[config.mk]
export PLATFORM = sky130hd
export DESIGN_NAME = odd_clk_div
export DESIGN_NICKNAME = d
export VERILOG_FILES = /design/src/rtl/odd_div_pkg.sv /design/src/rtl/odd_div_split.sv /design/src/rtl/odd_div_counter.sv /design/src/rtl/odd_div_phase.sv /design/src/rtl/odd_clk_div.sv
export SDC_FILE = /design/constraint.sdc
export NUM_CORES = 1
export LEC_CHECK = 0
export ABC_AREA = 1
export CAP_MARGIN = 20
export CORE_UTILIZATION = 51
export CTS_CLUSTER_SIZE = 10
export DETAILED_ROUTE_END_ITERATION = 6
export DONT_BUFFER_PORTS = 1
export PLACE_DENSITY = 0.72
export SLEW_MARGIN = 0
export SYNTH_ARGS = -nofsm -noshare
export SYNTH_HDL_FRONTEND = slang
export SYNTH_SLANG_ARGS = --single-unit
[constraint.sdc]
create_clock -name clk_i -period 2.6 [get_ports clk_i]
set_input_delay 0.52 -clock clk_i [delete_from_list [all_inputs] [get_ports clk_i]]
set_output_delay 0.52 -clock clk_i [all_outputs]
set_load 0.02 [all_outputs]
[src/rtl/odd_div_pkg.sv]
package odd_div_pkg;
  // phase 0 = long half (ceil), phase 1 = short half (floor)
  typedef enum logic {
    PH_LONG  = 1'b0,
    PH_SHORT = 1'b1
  } phase_e;
endpackage

[src/rtl/odd_div_split.sv]
module odd_div_split #(
  parameter int DIV_W = 8,
  localparam int CNT_W = DIV_W - 1
) (
  input  logic [DIV_W-1:0] ratio_i,
  output logic [CNT_W-1:0] long_m1_o,
  output logic [CNT_W-1:0] short_m1_o
);
  logic [DIV_W-1:0] n_eff, half_lo, half_hi, lo_m1, hi_m1;
  logic unused_msb;

  always_comb begin
    n_eff   = (ratio_i < DIV_W'(2)) ? DIV_W'(2) : ratio_i;
    half_lo = n_eff >> 1;
    half_hi = half_lo + {{(DIV_W-1){1'b0}}, n_eff[0]};
    lo_m1   = half_lo - DIV_W'(1);
    hi_m1   = half_hi - DIV_W'(1);
  end

  assign long_m1_o  = hi_m1[CNT_W-1:0];
  assign short_m1_o = lo_m1[CNT_W-1:0];
  assign unused_msb = lo_m1[DIV_W-1] ^ hi_m1[DIV_W-1];
endmodule

[src/rtl/odd_div_counter.sv]
module odd_div_counter #(
  parameter int CNT_W = 7
) (
  input  logic             clk_i,
  input  logic             rst_ni,
  input  logic             tick_i,
  input  logic             load_i,
  input  logic [CNT_W-1:0] load_val_i,
  output logic             zero_o
);
  logic [CNT_W-1:0] cnt_q;

  always_ff @(posedge clk_i or negedge rst_ni) begin
    if (!rst_ni)     cnt_q <= '0;
    else if (load_i) cnt_q <= load_val_i;
    else if (tick_i) cnt_q <= cnt_q - CNT_W'(1);
  end

  assign zero_o = (cnt_q == '0);
endmodule

[src/rtl/odd_div_phase.sv]
module odd_div_phase
  import odd_div_pkg::*;
(
  input  logic   clk_i,
  input  logic   rst_ni,
  input  logic   flip_i,
  input  logic   pulse_mode_i,
  output phase_e phase_o,
  output logic   div_o
);
  phase_e phase_q;
  logic   wrap_q;

  always_ff @(posedge clk_i or negedge rst_ni) begin
    if (!rst_ni) begin
      phase_q <= PH_LONG;
      wrap_q  <= 1'b0;
    end else begin
      wrap_q <= flip_i && (phase_q == PH_SHORT);
      if (flip_i) phase_q <= (phase_q == PH_LONG) ? PH_SHORT : PH_LONG;
    end
  end

  assign phase_o = phase_q;
  assign div_o   = pulse_mode_i ? wrap_q : (phase_q == PH_SHORT);
endmodule

[src/rtl/odd_clk_div.sv]
module odd_clk_div
  import odd_div_pkg::*;
#(
  parameter int DIV_W = 8
) (
  input  logic             clk_i,
  input  logic             rst_ni,
  input  logic             tick_i,
  input  logic [DIV_W-1:0] ratio_i,
  input  logic             pulse_mode_i,
  output logic             div_o,
  output logic             tc_o
);
  localparam int CNT_W = DIV_W - 1;

  logic             primed_q;
  logic             zero, term, load;
  logic [CNT_W-1:0] long_m1, short_m1, load_val;
  phase_e           phase;

  always_ff @(posedge clk_i or negedge rst_ni) begin
    if (!rst_ni) primed_q <= 1'b0;
    else         primed_q <= 1'b1;
  end

  odd_div_split #(.DIV_W(DIV_W)) u_split (
    .ratio_i    (ratio_i),
    .long_m1_o  (long_m1),
    .short_m1_o (short_m1)
  );

  assign term     = tick_i && zero && primed_q;
  assign load     = !primed_q || term;
  // next half follows the current phase; priming starts the long half
  assign load_val = (!primed_q || phase == PH_SHORT) ? long_m1 : short_m1;

  odd_div_counter #(.CNT_W(CNT_W)) u_cnt (
    .clk_i      (clk_i),
    .rst_ni     (rst_ni),
    .tick_i     (tick_i),
    .load_i     (load),
    .load_val_i (load_val),
    .zero_o     (zero)
  );

  odd_div_phase u_phase (
    .clk_i        (clk_i),
    .rst_ni       (rst_ni),
    .flip_i       (term),
    .pulse_mode_i (pulse_mode_i),
    .phase_o      (phase),
    .div_o        (div_o)
  );

  assign tc_o = term;
endmodule

Word-level counts from Yosys, hierarchy flattened
Cells that the tools add are included.
{"block": "word_totals", "reg_bits": 10, "input_bits": 12, "word_cells": 23}
{"block": "op_classes", "addsub": 4, "magnitude_cmp": 1, "muxes": 6, "n_reduce_logical": 8}
{"op": "$mux W7", "n": 3}
{"op": "$sub A7 B1 Y7 const B", "n": 3}
{"op": "$lt A8 B2 Y1 const B", "n": 1}
{"op": "$mux W8", "n": 1}
{"op": "$add A7 B1 Y7", "n": 1}
{"op": "$logic_not A7 Y1", "n": 1}
{"op": "$logic_and A1 B1 Y1", "n": 3}
{"op": "$logic_or A1 B1 Y1", "n": 2}
{"op": "$mux W1", "n": 2}
{"op": "$reduce_bool A2 Y1", "n": 1}
{"op": "$logic_not A1 Y1", "n": 1}

Depth between registers and ports, before layout
{"block": "depth", "depth_word": 6, "mapped_depth": 15, "depth_no_buf": 15}

Modules after synthesis
From an unflattened synthesis, not the netlist that was laid out.
{"block": "unflattened", "cells_unflattened": 165, "area_unflattened_um2": 1008.5}
{"mod": "odd_div_counter", "n_inst": 1, "cells_each": 60, "area_per_inst_um2": 450.4, "seq_area_each_um2": 175.2}
{"mod": "odd_div_split", "n_inst": 1, "cells_each": 62, "area_per_inst_um2": 309.0, "seq_area_each_um2": 0.0}
{"mod": "odd_clk_div", "n_inst": 1, "cells_each": 30, "area_per_inst_um2": 157.7, "seq_area_each_um2": 25.0}
{"mod": "odd_div_phase", "n_inst": 1, "cells_each": 13, "area_per_inst_um2": 91.3, "seq_area_each_um2": 50.0}

Least setup slack after synthesis
No wires, ideal clock.
{"block": "synth_path", "path_type": "input to register", "start": "input port ratio_i[3]", "end": "register u_cnt.cnt_q[4]", "setup_time_ns": 0.066, "t_arrival_ns": 1.925, "slack_ns": 0.610, "stages": 14, "n_path_buf": 0, "path_cell_list": "nor2_2 -> inv_1 -> o31ai_1 -> ha_1 -> ha_1 -> inv_1 -> nand2_2 -> nand2_4 -> nor2_4 -> nand2_2 -> or2_1 -> nand3_1 -> nand2_1 -> nand2_1"}
{"block": "synth_between", "elab_chain_cells": 6, "word_cells_on_any_way": 7, "cone_classes": "add/sub: 3; order compare: 1; mux: 3"}
{"item": "from (decl)", "line": "odd_clk_div.sv:9", "source": "input logic [DIV_W-1:0] ratio_i,"}
{"item": "$lt A8 B2 Y1", "line": "odd_div_split.sv:13", "source": "n_eff = (ratio_i < DIV_W'(2)) ? DIV_W'(2) : ratio_i;"}
{"item": "$mux W8 (*)", "line": "odd_div_split.sv:13"}
{"item": "$add A7 B1 Y7", "line": "odd_div_split.sv:15", "source": "half_hi = half_lo + {{(DIV_W-1){1'b0}}, n_eff[0]};"}
{"item": "$sub A7 B1 Y7", "line": "odd_div_split.sv:17", "source": "hi_m1 = half_hi - DIV_W'(1);"}
{"item": "$mux W7 (*)", "line": "odd_clk_div.sv:35", "source": "assign load_val = (!primed_q || phase == PH_SHORT) ? long_m1 : short_m1;"}
{"item": "$mux W7 (*)", "line": "odd_div_counter.sv:15", "source": "else if (load_i) cnt_q <= load_val_i;"}
{"item": "to (signal assigned)", "line": "odd_div_counter.sv:15"}
{"item": "to (signal assigned)", "line": "odd_div_counter.sv:16", "source": "else if (tick_i) cnt_q <= cnt_q - CNT_W'(1);"}
{"item": "to (decl)", "line": "odd_div_counter.sv:11", "source": "logic [CNT_W-1:0] cnt_q;"}
Mark *: on every way between the ends. The rest lies on a longest branch, timed or not.
A chain may end at the register's enable or synchronous reset.

Worst setup path after layout
{"block": "layout_path", "start": "register u_cnt.cnt_q[0]", "end": "output port tc_o"}
{"block": "layout_between", "elab_chain_cells": 3}
{"item": "$logic_not A7 Y1", "line": "odd_div_counter.sv:19", "source": "assign zero_o = (cnt_q == '0);"}
{"item": "$logic_and A1 B1 Y1 (2 in a row)", "line": "odd_clk_div.sv:32", "source": "assign term = tick_i && zero && primed_q;"}
{"item": "to (decl)", "line": "odd_clk_div.sv:12", "source": "output logic tc_o"}
No other way between the ends.

==> results.py <==
metrics = {
    "logic_synthesis": {
        "yosys.cell_count.top_type": "nand2_1",
        "syn_inst": 123,
        "synth_warnings": 0,
        "ys_types": 25,
        "ys_seq_area_frac": 0.296,
        "synthTopCellsByArea": "dfrtp_1, nand2_1, nor2_1",
        "synth_flop_cell": "dfrtp_1",
        "ys_top_cells_by_count": "nand2_1, nor2_1, inv_1",
        "synth_edf_count": 0,
        "async_reset_ff_frac": 1.00,
        "syn_area_um2": 845,
        "ys_ff_latch": 10,
        "synth_fp_nets": 139,
        "synth_top_area_frac": 0.296,
        "synth.largest_area_cell": "dfrtp_1",
        "synth.avg_cell_area_um2": 6.87,
    },
    "power": {
        "powerDensity_nw_per_um2": 569,
        "switching_power_uw": 186,
        "power_frac_seq": 0.402,
        "p_leak_uw": 0.000440,
        "switching_share": 0.358,
        "combPwrFrac": 0.325,
        "p_int_uw": 332,
        "ir_worst_vdd_v": 0.000472,
        "clkPwrFrac": 0.273,
        "power.total_uw": 518,
    },
    "die": {
        "fp.dieArea_um2": 1820,
        "fp-row-count": 14,
        "ios": 14,
        "die_w_um": 42.7,
        "start_util": 0.554,
        "die_h_um": 42.7,
        "fp.coreArea_um2": 1520,
    },
    "worst_hold_path": {
        "min_from": "tick_i",
        "holdPathStages": 2,
        "hold_path.class": "input pin to flop",
    },
    "timing": {
        "worst_clock_skew_ps": 6.92,
        "fin_setup_tns_ps": 0,
        "fin_crit_ps": 2190,
        "period_share": 0.843,
        "worst_pin_slew_ps": 621,
        "relSlewSlack": 0.581,
        "max_freq_mhz": 456,
        "rsz0062_at_grt": "no",
        "hold_viol_final": 0,
        "slew_viol_final": 0,
        "final-setup-viol-count": 0,
    },
    "layout": {
        "diodes": 0,
        "finalNetCount": 145,
        "syn_to_final_growth_pct": 7.85,
        "postLayoutCoreUtil": 0.598,
        "nFillCells": 144,
        "drive_above_1_share": 0.164,
    },
    "worst_setup_path": {
        "critPathLaunchType": "flop",
        "required_ps": 2080,
        "end_kind": "output pin",
        "worstPathArrival_ps": 1670,
        "timing.rr.start": "u_cnt.cnt_q[0]",
        "worstSetupPathType": "flop to output pin",
        "worst-path-max-fanout": 3,
        "r2r_cells": 7,
        "cp-startpoint": "u_cnt.cnt_q[0]",
    },
    "route": {
        "drt_iter0_drc": 16,
        "drt-total-wl_um": 1650,
        "avgRoutedWirePerCell_um": 11.4,
        "vias_per_cell": 5.16,
        "drc_errors": 0,
        "dr.pass1.iters": 6,
        "ant_nets": 0,
        "dr_total_vias": 743,
    },
    "global_route": {
        "antenna_found_initial": 0,
        "first_global_vias": 703,
        "grt_start_max_net_pins": 11,
        "track_usage": 0.212,
        "grt-ovfl-total": 0,
        "grt_pass1_wl_um": 2900,
    },
    "clock_network": {
        "cts_buffer_depth": 2,
        "cts_tree": "done",
        "cts_buffers": 3,
        "path_clk_slew_ps": 70,
        "postCtsSetupRepairBufs": 0,
        "root_buffer": "clkbuf_4",
        "cts.sinks": 10,
        "clk_latency_ps": 270,
        "htree_num_levels": 1,
    },
    "placement": {
        "hpwl_um": 1340,
        "io_buffers": 0,
        "gp_congestion": 0.860,
    },
    "run": {
        "drv_cap": 0,
    },
    "run_status": {
        "status": "finished clean",
    },
}
## area by class of cell
| type | instances | area, um2 | share of cell area |
|---|---|---|---|
| clock buffers | 4 | 36.3 | 0.0398 |
| inverters | 16 | 60.1 | 0.0659 |
| multi-input cells | 97 | 534 | 0.587 |
| flip-flops and latches | 10 | 250 | 0.275 |
| well taps | 16 | 20.0 | 0.0220 |
| repair buffers | 1 | 10.0 | 0.0110 |
## flip-flops by register name, indices dropped and copies added (netlist names)
| signal | cells |
|---|---|
| u_phase.wrap_q | 1 |
| u_phase.phase_o | 1 |
| primed_q | 1 |
| u_cnt.cnt_q | 7 |
## per-stage QoR
step	hold WS (ps)	setup slack [ps]	cell area, um2	cells
after floorplan	224	610	845	123
after global placement	225	462	865	139
after detailed placement	225	433	865	139
after CTS	394	391	911	144
after global routing	401	261	911	144
final	398	408	911	144
## power by group through the flow
stage | Clock [uW] | Sequential [uW] | Combinational (uW)
after detailed placement | 0 | 211 | 164
after global placement | 0 | 210 | 160
after floorplan | 0 | 205 | 140
after CTS | 148 | 208 | 170
after global routing | 155 | 211 | 192
final | 142 | 208 | 168
## what timing repair did
action | 4_1_cts | 5_1_grt
hold buffers | 1 | 0
resized for setup | 0 | 0
hold endpoints to repair | 10 | 0
## logic make-up after synthesis
family,synth area share
AO/OA/AOI/OAI,0.0993
adder cells (fa/ha/maj),0.0593
AND/OR/NAND/NOR,0.407
XOR/XNOR,0.0622
buffers and inverters,0.0711
flip-flops,0.296
other,0.00444
## layout by cell type, fill, tap and decap left out, drive strengths merged
cell type	instances
nand2	35
nor2	24
inv	16
dfrtp	10
nand3	10
o21ai	8
xnor2	5
ha	4
clkbuf	4
o211ai	2
a21oi	2
o21bai	1
o31ai	1
nor3	1
or2	1
xor2	1
nand4	1
dlygate4sd3	1
conb	1
## worst max-delay path, stage by stage (launching register included)
cell and delay (ps):
dfrtp_1 390, inv_1 100, ha_1 230, nand3_2 110
nor2_2 110, nand2_2 80, nor2_1 370
## metal layers
metal / up-vias / routed length (um) / track usage / share of wire
li1: 397 / - / - / -
met1: 331 / 766 / 0.280 / 0.47
met2: 15 / 787 / 0.339 / 0.48
met3: 0 / 92 / 0.0809 / 0.056
met4: 0 / 0 / 0.0250 / 0
met5: - / 0 / 0 / 0
## path summary, 6_finish.rpt
| path | to | slack, ps |
|---|---|---|
| max in group asynchronous | u_cnt.cnt_q[3] | 1640 |
| min in group asynchronous | u_cnt.cnt_q[0] | 630 |
| max reg2reg | u_phase.phase_o | 930 |
| min | u_phase.wrap_q | 400 |
| min reg2reg | u_cnt.cnt_q[6] | 530 |
| max | tc_o | 410 |
No activity file was read; power rests on OpenSTA's default activity.
